File: src/rtl/fetch_unpack_pkg.sv
package fetch_unpack_pkg;

  typedef enum logic [1:0] {
    ACT_NONE  = 2'd0,
    ACT_SHORT = 2'd1,
    ACT_HEAD  = 2'd2,
    ACT_TAIL  = 2'd3
  } word_act_e;

  // Decide what a taken word means for the buffer.
  function automatic word_act_e classify(input logic discard,
                                         input logic holding,
                                         input logic len_bit,
                                         input logic last_slot);
    if (discard)        return ACT_NONE;
    if (holding)        return ACT_TAIL;
    if (!len_bit)       return ACT_SHORT;
    if (last_slot)      return ACT_NONE;
    return ACT_HEAD;
  endfunction

endpackage

File: src/rtl/fetch_unpack_drops.sv
module fetch_unpack_drops #(
  parameter int NUM_WAVES = 8,
  parameter int SLOT_W    = $clog2(NUM_WAVES)
) (
  input  logic                 clk,
  input  logic                 rst_n,
  input  logic                 set_valid,
  input  logic [SLOT_W-1:0]    set_slot,
  input  logic                 clr_valid,
  input  logic [SLOT_W-1:0]    clr_slot,
  output logic [NUM_WAVES-1:0] flags
);

  for (genvar i = 0; i < NUM_WAVES; i++) begin : g_flag
    logic set_hit, clr_hit, flag_q;
    assign set_hit = set_valid && (set_slot == SLOT_W'(i));
    assign clr_hit = clr_valid && (clr_slot == SLOT_W'(i));

    always_ff @(posedge clk) begin
      if (!rst_n)       flag_q <= 1'b0;
      else if (set_hit) flag_q <= 1'b1;
      else if (clr_hit) flag_q <= 1'b0;
    end
    assign flags[i] = flag_q;

    AST_SET_WINS: assert property (@(posedge clk) disable iff (!rst_n)
      set_hit |=> flags[i]);
    AST_CLEAR_TAKES: assert property (@(posedge clk) disable iff (!rst_n)
      (clr_hit && !set_hit) |=> !flags[i]);
  end

endmodule

File: src/rtl/fetch_unpack_seq.sv
module fetch_unpack_seq #(
  parameter int SEQ_W = 12
) (
  input  logic             clk,
  input  logic             rst_n,
  input  logic             step,
  output logic [SEQ_W-1:0] seq
);

  function automatic logic [SEQ_W-1:0] next_tag(input logic [SEQ_W-1:0] t);
    return t + SEQ_W'(1);
  endfunction

  logic [SEQ_W-1:0] seq_q;
  always_ff @(posedge clk) begin
    if (!rst_n)    seq_q <= '0;
    else if (step) seq_q <= next_tag(seq_q);
  end
  assign seq = seq_q;

  AST_SEQ_STEP: assert property (@(posedge clk) disable iff (!rst_n)
    step |=> (seq == SEQ_W'($past(seq) + SEQ_W'(1))));
  AST_SEQ_HOLD: assert property (@(posedge clk) disable iff (!rst_n)
    !step |=> $stable(seq));

endmodule

File: src/rtl/fetch_unpack_scan.sv
module fetch_unpack_scan
  import fetch_unpack_pkg::*;
#(
  parameter int NUM_WAVES = 8,
  parameter int SLOT_W    = $clog2(NUM_WAVES),
  parameter int BYTES_W   = 8,
  parameter int LEN_BIT   = 31
) (
  input  logic              clk,
  input  logic              rst_n,
  input  logic              hdr_valid,
  input  logic [SLOT_W-1:0] hdr_slot,
  input  logic [BYTES_W-1:0] hdr_bytes,
  input  logic              hdr_discard,
  output logic              hdr_ready,
  input  logic              word_valid,
  input  logic [31:0]       word_data,
  output logic              word_ready,
  input  logic              push_ready,
  output logic              push_valid,
  output logic [63:0]       push_inst,
  output logic              push_long,
  output logic [SLOT_W-1:0] cur_slot,
  output logic              done_valid,
  output logic              done_dropped
);

  localparam int CNT_W = BYTES_W - 2;

  function automatic logic [CNT_W-1:0] word_slots(input logic [BYTES_W-1:0] b);
    return b[BYTES_W-1:2];
  endfunction

  logic              busy_q, drop_q, hold_q;
  logic [31:0]       held_q;
  logic [CNT_W-1:0]  left_q;
  logic [SLOT_W-1:0] slot_q;

  logic      hdr_take, word_take, last_slot;
  word_act_e act;

  assign hdr_ready  = !busy_q;
  assign hdr_take   = hdr_valid && hdr_ready;
  assign last_slot  = (left_q == CNT_W'(1));
  assign word_ready = busy_q && (left_q != '0) && (drop_q || push_ready);
  assign word_take  = word_valid && word_ready;
  assign act        = classify(drop_q, hold_q, word_data[LEN_BIT], last_slot);

  assign push_valid = word_take && ((act == ACT_SHORT) || (act == ACT_TAIL));
  assign push_long  = (act == ACT_TAIL);
  assign push_inst  = (act == ACT_TAIL) ? {word_data, held_q} : {32'd0, word_data};
  assign cur_slot   = slot_q;

  assign done_valid   = busy_q && (left_q == '0);
  assign done_dropped = drop_q;

  always_ff @(posedge clk) begin
    if (!rst_n) begin
      busy_q <= 1'b0;
      drop_q <= 1'b0;
      hold_q <= 1'b0;
      held_q <= '0;
      left_q <= '0;
      slot_q <= '0;
    end else begin
      if (hdr_take) begin
        busy_q <= 1'b1;
        drop_q <= hdr_discard;
        hold_q <= 1'b0;
        left_q <= word_slots(hdr_bytes);
        slot_q <= hdr_slot;
      end else if (done_valid) begin
        busy_q <= 1'b0;
      end
      if (word_take) begin
        left_q <= left_q - CNT_W'(1);
        if (act == ACT_HEAD) begin
          hold_q <= 1'b1;
          held_q <= word_data;
        end else if (act == ACT_TAIL) begin
          hold_q <= 1'b0;
        end
      end
    end
  end

  AST_READY_EXCLUSIVE: assert property (@(posedge clk) disable iff (!rst_n)
    word_ready |-> !hdr_ready);
  AST_DONE_PULSE: assert property (@(posedge clk) disable iff (!rst_n)
    done_valid |=> (!done_valid && hdr_ready));
  AST_NO_PUSH_DROP: assert property (@(posedge clk) disable iff (!rst_n)
    (busy_q && drop_q) |-> !push_valid);
  AST_PUSH_READY: assert property (@(posedge clk) disable iff (!rst_n)
    push_valid |-> push_ready);
  AST_NO_HOLD_AT_END: assert property (@(posedge clk) disable iff (!rst_n)
    done_valid |-> !hold_q);

endmodule

File: src/rtl/fetch_unpack.sv
module fetch_unpack #(
  parameter int NUM_WAVES = 8,
  parameter int SLOT_W    = $clog2(NUM_WAVES),
  parameter int BYTES_W   = 8,
  parameter int SEQ_W     = 12,
  parameter int LEN_BIT   = 31
) (
  input  logic                 clk,
  input  logic                 rst_n,
  input  logic                 hdr_valid,
  input  logic [SLOT_W-1:0]    hdr_slot,
  input  logic [BYTES_W-1:0]   hdr_bytes,
  output logic                 hdr_ready,
  input  logic                 word_valid,
  input  logic [31:0]          word_data,
  output logic                 word_ready,
  input  logic                 push_ready,
  output logic                 push_valid,
  output logic [SLOT_W-1:0]    push_slot,
  output logic [63:0]          push_inst,
  output logic                 push_long,
  output logic [SEQ_W-1:0]     push_seq,
  input  logic                 redir_valid,
  input  logic [SLOT_W-1:0]    redir_slot,
  output logic [NUM_WAVES-1:0] drop_flags,
  output logic                 done_valid,
  output logic [SLOT_W-1:0]    done_slot,
  output logic                 done_dropped
);

  logic              hdr_discard, clear_flag;
  logic [SLOT_W-1:0] cur_slot;

  assign hdr_discard = drop_flags[hdr_slot];
  assign clear_flag  = done_valid && done_dropped;
  assign push_slot   = cur_slot;
  assign done_slot   = cur_slot;

  fetch_unpack_drops #(.NUM_WAVES(NUM_WAVES), .SLOT_W(SLOT_W)) u_drops (
    .clk(clk), .rst_n(rst_n),
    .set_valid(redir_valid), .set_slot(redir_slot),
    .clr_valid(clear_flag), .clr_slot(cur_slot),
    .flags(drop_flags)
  );

  fetch_unpack_scan #(.NUM_WAVES(NUM_WAVES), .SLOT_W(SLOT_W),
                      .BYTES_W(BYTES_W), .LEN_BIT(LEN_BIT)) u_scan (
    .clk(clk), .rst_n(rst_n),
    .hdr_valid(hdr_valid), .hdr_slot(hdr_slot), .hdr_bytes(hdr_bytes),
    .hdr_discard(hdr_discard), .hdr_ready(hdr_ready),
    .word_valid(word_valid), .word_data(word_data), .word_ready(word_ready),
    .push_ready(push_ready), .push_valid(push_valid), .push_inst(push_inst),
    .push_long(push_long), .cur_slot(cur_slot),
    .done_valid(done_valid), .done_dropped(done_dropped)
  );

  fetch_unpack_seq #(.SEQ_W(SEQ_W)) u_seq (
    .clk(clk), .rst_n(rst_n), .step(push_valid), .seq(push_seq)
  );

  AST_DONE_NAMES_FLAGGED: assert property (@(posedge clk) disable iff (!rst_n)
    (done_valid && done_dropped) |-> drop_flags[done_slot]);

endmodule

File: config.mk
export PLATFORM = sky130hd
export DESIGN_NAME = fetch_unpack
export DESIGN_NICKNAME = d
export VERILOG_FILES = /design/src/rtl/fetch_unpack_pkg.sv /design/src/rtl/fetch_unpack_drops.sv /design/src/rtl/fetch_unpack_seq.sv /design/src/rtl/fetch_unpack_scan.sv /design/src/rtl/fetch_unpack.sv
export SDC_FILE = /design/constraint.sdc
export NUM_CORES = 1
export LEC_CHECK = 0
export CAP_MARGIN = 25
export CORE_MARGIN = 1.5
export CORE_UTILIZATION = 39
export DETAILED_ROUTE_END_ITERATION = 10
export HOLD_SLACK_MARGIN = 0.08
export PLACE_DENSITY_LB_ADDON = 0.1
export SLEW_MARGIN = 20
export SYNTH_ARGS = -nofsm -noshare
export SYNTH_HDL_FRONTEND = slang
export SYNTH_SLANG_ARGS = --single-unit
File: constraint.sdc
create_clock -name clk -period 1.65 [get_ports clk]
set_input_delay 0.33 -clock clk [delete_from_list [all_inputs] [get_ports clk]]
set_output_delay 0.33 -clock clk [all_outputs]
set_load 0.01 [all_outputs]
[Word level (Yosys, flattened, before mapping)]
Index checks and enable logic that the tools add are counted.
Storage, ports and cells
  register bits after elaboration: 64
  input bits: 52
  output and inout port bits: 96
  word-level logic and storage cells: 122
Cells by class
  add/sub/neg operators: 2
  order comparisons: 1
  eq/ne operators: 18
  mux-type cells: 45
  reduce and logical (&&, ||, !) cells: 41
Operator list (count)
  64-bit two-way mux: 1
  1-bit two-way mux: 33
  3-bit equality test, second input constant: 8
  1-bit logical AND: 23
  2-bit nonzero test: 10
  2-bit two-way mux: 8
  12-bit by 1-bit adder with 12-bit output, second input constant: 1
  3-bit by 2-bit equality test with 1-bit output, second input constant: 4
  6-bit two-way mux: 2
  3-bit by 1-bit equality test with 1-bit output, second input constant: 2
  6-bit by 1-bit equality test with 1-bit output, second input constant: 1
  3-bit logical NOT: 2
  6-bit logical NOT: 1
  6-bit nonzero test: 1
  6-bit by 1-bit subtractor with 6-bit output, second input constant: 1
  2-bit equality test, second input constant: 2
  3-bit by 4-bit less-than comparator with 1-bit output, second input constant: 1
  1-bit binary-select mux with 3-bit select: 1
  2-bit by 1-bit equality test with 1-bit output, second input constant: 1
  1-bit logical OR: 2
  2-bit AND reduction: 1
  1-bit logical NOT: 1

[Longest topological paths before layout]
  word-level depth: 15
  depth in mapped cells: 8
  mapped depth without buffers: 7

[Modules after synthesis]
Synthesis repeated with hierarchy kept, for this count alone.
Second synthesis, totals
  cells, all modules: 409
  area total of the unflattened synthesis: 3514.6 sq um
By module, submodules not included
  fetch_unpack_scan: times used 1, cells an instance 294, area an instance 2431.1 sq um, seq. area each 880.8 sq um
  fetch_unpack_seq: times used 1, cells an instance 58, area an instance 528.0 sq um, seq. area each 240.2 sq um
  fetch_unpack_drops: times used 1, cells an instance 50, area an instance 462.9 sq um, seq. area each 160.2 sq um
  fetch_unpack: times used 1, cells an instance 7, area an instance 92.6 sq um, seq. area each 0.0 sq um

[Least setup slack after synthesis]
Ideal clock, no wire load.
  kind: flip-flop to output port
  from: register u_scan.drop_q (netlist: u_scan.done_dropped)
  to: output push_inst[15]
  data arrival time: 1448 ps
  required time: 1320 ps
  path slack: -128 ps
  stages on the path, launching flop included: 5
  buffers on the path: 2
  cell sequence: dfxtp_1 > nor2_1 > clkbuf_1 > buf_2 > mux2_2
Between the ends
  longest elaborated chain between the ends: 4
RTL lines
  start, declared: RTL line fetch_unpack_scan.sv:34  | logic busy_q, drop_q, hold_q;
  start signal, assigned: RTL line fetch_unpack_scan.sv:68  | drop_q <= hdr_discard;
  1-bit two-way mux: RTL line fetch_unpack_pkg.sv:15  | if (discard) return ACT_NONE;
  2-bit two-way mux: RTL line fetch_unpack_pkg.sv:16  | if (holding) return ACT_TAIL;
  2-bit equality test: RTL line fetch_unpack_scan.sv:51  | assign push_inst = (act == ACT_TAIL) ? {word_data, held_q} : {32'd0, word_data};
  64-bit two-way mux: RTL line fetch_unpack_scan.sv:51
  end, declared: RTL line fetch_unpack.sv:20  | output logic [63:0] push_inst,
No other way between the ends.

[Worst setup path after layout]
  from: register u_scan.drop_q (netlist: u_scan.done_dropped)
  to: output push_inst[21]
The elaborated chain is that of the path after synthesis.

==> reports/summary.txt <==
OUTCOME
-------------------------------------------------------------------------------------------------
Run status ......................................................................... complete, but fails checks
Violations in the final reports .................................................... negative setup slack

SYNTH
-------------------------------------------------------------------------------------------------
Number of distinct library cell variants in the gate-level netlist after synthesis .           45
Number of enable flip-flop cells after synthesis ...................................            0
Largest area contributor in the netlist ............................................ sky130_fd_sc_hd__dfxtp_1
Share of the synthesized area in the top cell type .................................        0.352
Netlist Area Pre-Place .............................................................    3640 um^2
Count of warnings emitted by yosys .................................................            0
Instance count of the mapped netlist ...............................................          420
Syn_area_per_cell ..................................................................    8.66 um^2
Post-synthesis net count ...........................................................          476
Register area share after synthesis ................................................        0.352
Asr flop ratio synth ...............................................................            0
Flops & latches, synth .............................................................           64
Top cells by area in the synthesized netlist ....................................... sky130_fd_sc_hd__dfxtp_1 (35%), sky130_fd_sc_hd__mux2_2 (9.9%), sky130_fd_sc_hd__mux2i_1 (9.4%), sky130_fd_sc_hd__nand2_1 (8.7%), sky130_fd_sc_hd__and2_1 (5.7%)
Synth Flop Type .................................................................... sky130_fd_sc_hd__dfxtp_1

PWR
-------------------------------------------------------------------------------------------------
Pwr Density ........................................................................  621 nW/um^2
Power share of the clock group .....................................................        0.357
Worst VDD drop .....................................................................   0.000490 V
Switching power of the nets ........................................................      1.16 mW
Share of total power in combinational logic ........................................        0.261
Overall power of the completed layout ..............................................      4.24 mW
Cell Int Power .....................................................................      3.07 mW
Leakage Power ......................................................................      2.97 nW
Share of total power in sequential cells ...........................................        0.382
Switching fraction of total power ..................................................        0.274

SETUP PATH
-------------------------------------------------------------------------------------------------
Kind of cell adding the most delay to the critical path ............................ buffers and inverters
Critical path capture point type ................................................... primary output
Series of cell instances along the critical path ................................... nor2_4 -> buf_6 -> buf_6 -> buf_16 -> mux2_4 -> buf_6
Crit path required time ............................................................      1.32 ns
Cell with the most instances on the worst path ..................................... sky130_fd_sc_hd__buf_6
Kind of critical path ..............................................................      reg2out
Worst-path maximum fanout ..........................................................            5
Max stage delay cell, worst path ................................................... sky130_fd_sc_hd__dfxtp_4
Largest stage delay, worst path ....................................................      0.37 ns
Worst setup SP type ................................................................    flip-flop
Number of buffers and inverters on the critical path ...............................            4
Data arrival at the endpoint of the critical path ..................................      1.66 ns

TIMING
-------------------------------------------------------------------------------------------------
Final hold vios ....................................................................            0
Shortest period the worst path allows ..............................................      1.99 ns
Max-slew headroom ..................................................................        0.767
Worst clock skew ...................................................................   0.00998 ns
Tightest Pin Transition ............................................................     0.349 ns
Count of final setup violators .....................................................          122
Portion of the clock cycle consumed by the worst path in the final layout ..........         1.21
Setup repair after global routing missed its margin ................................          yes
Number of max-slew violations in the final report ..................................            0
Total Negative Setup Slacks ........................................................    -22.76 ns
Maximum achievable frequency .......................................................      502 MHz
Final worst slack ..................................................................    -0.343 ns

FINAL LAYOUT
-------------------------------------------------------------------------------------------------
Non-filler cells, final ............................................................          740
Inserted Diodes ....................................................................            0
Top library cells by usage in the layout, fill and taps aside ...................... sky130_fd_sc_hd__buf_6 (94), sky130_fd_sc_hd__nand2_1 (84), sky130_fd_sc_hd__clkdlybuf4s50_1 (60)
Share of cells above drive strength 1 ..............................................        0.467
Layout Area Growth over Synthesis ..................................................        87.5%
Final instance area ................................................................    6820 um^2
# nets final .......................................................................          680
Most common library cell in the layout ignoring fill and taps ...................... sky130_fd_sc_hd__buf_6

DETAILED ROUTING
-------------------------------------------------------------------------------------------------
Overall via count from detail_route ................................................        3,848
Antenna-violating nets left ........................................................            0
Initial detailed-routing violation count ...........................................          119
WL final ...........................................................................    12,200 um
DRC Markers ........................................................................            0
Via density per instance ...........................................................         5.20
Average routed wire per standard cell ..............................................      16.5 um
Number of optimization iterations in the first detailed-route pass .................            4

RUN
-------------------------------------------------------------------------------------------------
Maximum capacitance violations .....................................................            0

CLOCK NETWORK
-------------------------------------------------------------------------------------------------
Clock latency reported for the late side of the worst-skew pair ....................      0.34 ns
Clock edge transition at the registers on the reported setup and hold paths ........      0.08 ns
Buffer cell driving the clock tree root ............................................ sky130_fd_sc_hd__clkbuf_8
Max clock buf depth ................................................................            2
CTS sink cnt .......................................................................           64
Total clock buffers created by CTS .................................................            9
CTS tree ...........................................................................        built
Hold buffers post-CTS ..............................................................            0
CTS H-tree lvls ....................................................................            3

PLACED DESIGN
-------------------------------------------------------------------------------------------------
Instance count after placement with tap cells included .............................          681
RePlAce Congestion .................................................................        0.818
Post-DP Area .......................................................................    5350 um^2
I/O Buffers ........................................................................          145
Place WS ...........................................................................    -0.585 ns
Detailed-placement wirelength estimate .............................................      6960 um

WORST HOLD PATH
-------------------------------------------------------------------------------------------------
Hold/Removal Path Class ............................................................       in2reg

GLOBAL ROUTING
-------------------------------------------------------------------------------------------------
Via count of the first global-routing pass .........................................        3,699
Initial antenna violation count ....................................................            0
Pin count of the biggest net entering global routing ...............................           77
Global router's overall resource usage .............................................        0.227
Residual overflow from global routing ..............................................            0
Wire length of the first global-routing pass .......................................    17,900 um

FLOORPLAN
-------------------------------------------------------------------------------------------------
Total core area ....................................................................    9150 um^2
Die outline area ...................................................................    9910 um^2
Initial cell density of the core ...................................................        0.397
Rows ...............................................................................           35
Die X ..............................................................................      99.6 um
DIE HEIGHT .........................................................................      99.6 um
Boundary pin count .................................................................          148

sequential cells by signal (all words and copies together), names as in the netlist:
signal / cells
u_drops.g_flag.flag_q: 8
u_scan.busy_q: 1
u_scan.cur_slot: 3
u_scan.done_dropped: 1
u_scan.held_q: 32
u_scan.hold_q: 1
u_scan.left_q: 6
u_seq.seq: 12
cells by family (layout without fill, tap and decap cells):
kind of cell / count (synthesis) / in the layout / synth area share
multiplexers: 68 / 68 / 0.205
buffers and inverters: 47 / 256 / 0.0791
adder cells (fa/ha/maj): 4 / 4 / 0.0138
XOR/XNOR: 1 / 1 / 0.00241
flip-flops: 64 / 64 / 0.352
AND/OR/NAND/NOR: 177 / 177 / 0.242
AO/OA/AOI/OAI: 59 / 59 / 0.105
stage by stage:
stage | hold WS (ns) | utilization
floorplan | 0.431 | -
global placement | 0.439 | 0.584
detailed placement | 0.443 | 0.584
CTS | 0.355 | 0.690
global route | 0.391 | 0.745
finish | 0.375 | 0.745
path summary, 6_finish.rpt:
path | from | to | slack, ns | depth (start not counted)
setup / recovery | u_scan.done_dropped$_SDFFE_PN0P_ | push_inst[21] | -0.34 | 6
hold / removal | rst_n | u_seq.seq[2]$_SDFFE_PN0P_ | 0.38 | 4
hold reg to reg | u_scan.held_q[19]$_SDFFE_PN0P_ | u_scan.held_q[19]$_SDFFE_PN0P_ | 0.46 | 2
setup reg to reg | u_scan.left_q[4]$_SDFFE_PN0P_ | u_scan.held_q[10]$_SDFFE_PN0P_ | -0.25 | 10
power by group through the flow:
stage | Sequential, mW | Combinational, mW | Clock, mW
2_1_floorplan | 1.66 | 0.351 | 0
5_1_grt | 1.62 | 1.17 | 1.62
4_1_cts | 1.62 | 1.01 | 1.54
3_3_place_gp | 1.65 | 0.812 | 0
6_report | 1.62 | 1.11 | 1.51
3_5_place_dp | 1.65 | 0.822 | 0
repair_timing:
item | 4_1_cts | 5_1_grt
cloned | 13 | 2
gates resized for setup | 403 | 143
setup endpoints to repair | 124 | 134
pin swaps | 22 | 35
setup buffers | 23 | 22
tightest hold or removal path: stages:
cell                      delay (ns)
sky130_fd_sc_hd__buf_2          0.12
sky130_fd_sc_hd__inv_1          0.07
sky130_fd_sc_hd__or4_4          0.11
sky130_fd_sc_hd__o21ai_1        0.05
cells in the mapped netlist, drive strengths merged, types with 2 or more instances:
cell and n:
a211oi 3, a21oi 23, a31oi 4, and2 33, and3 4, and4b 2, buf 20, clkbuf 17
dfxtp 64, ha 4, inv 10, mux2 32, mux2i 34, mux4 2, nand2 85, nand2b 6
nand3 15, nand4 4, nor2 10, nor2b 4, nor3 2, nor4 2, o211ai 2, o21a 2
o21ai 8, o311ai 2, o31ai 5, o41ai 6, or3 4, or4 4
final cells by class:
class / count / area (um^2)
repair buffers: 230 / 2560
multi-input cells: 309 / 2550
fillers: 648 / 2330
flip-flops and latches: 64 / 1310
well taps: 111 / 139
clock buffers: 10 / 128
clock inverters: 6 / 93.8
inverters: 10 / 37.5
per-layer routing:
metal,wire (um),track usage
met1,5070,0.267
met2,6470,0.411
met3,494,0.0429
met4,182,0.0769
met5,0,0
(Power assumes the default switching activity.)
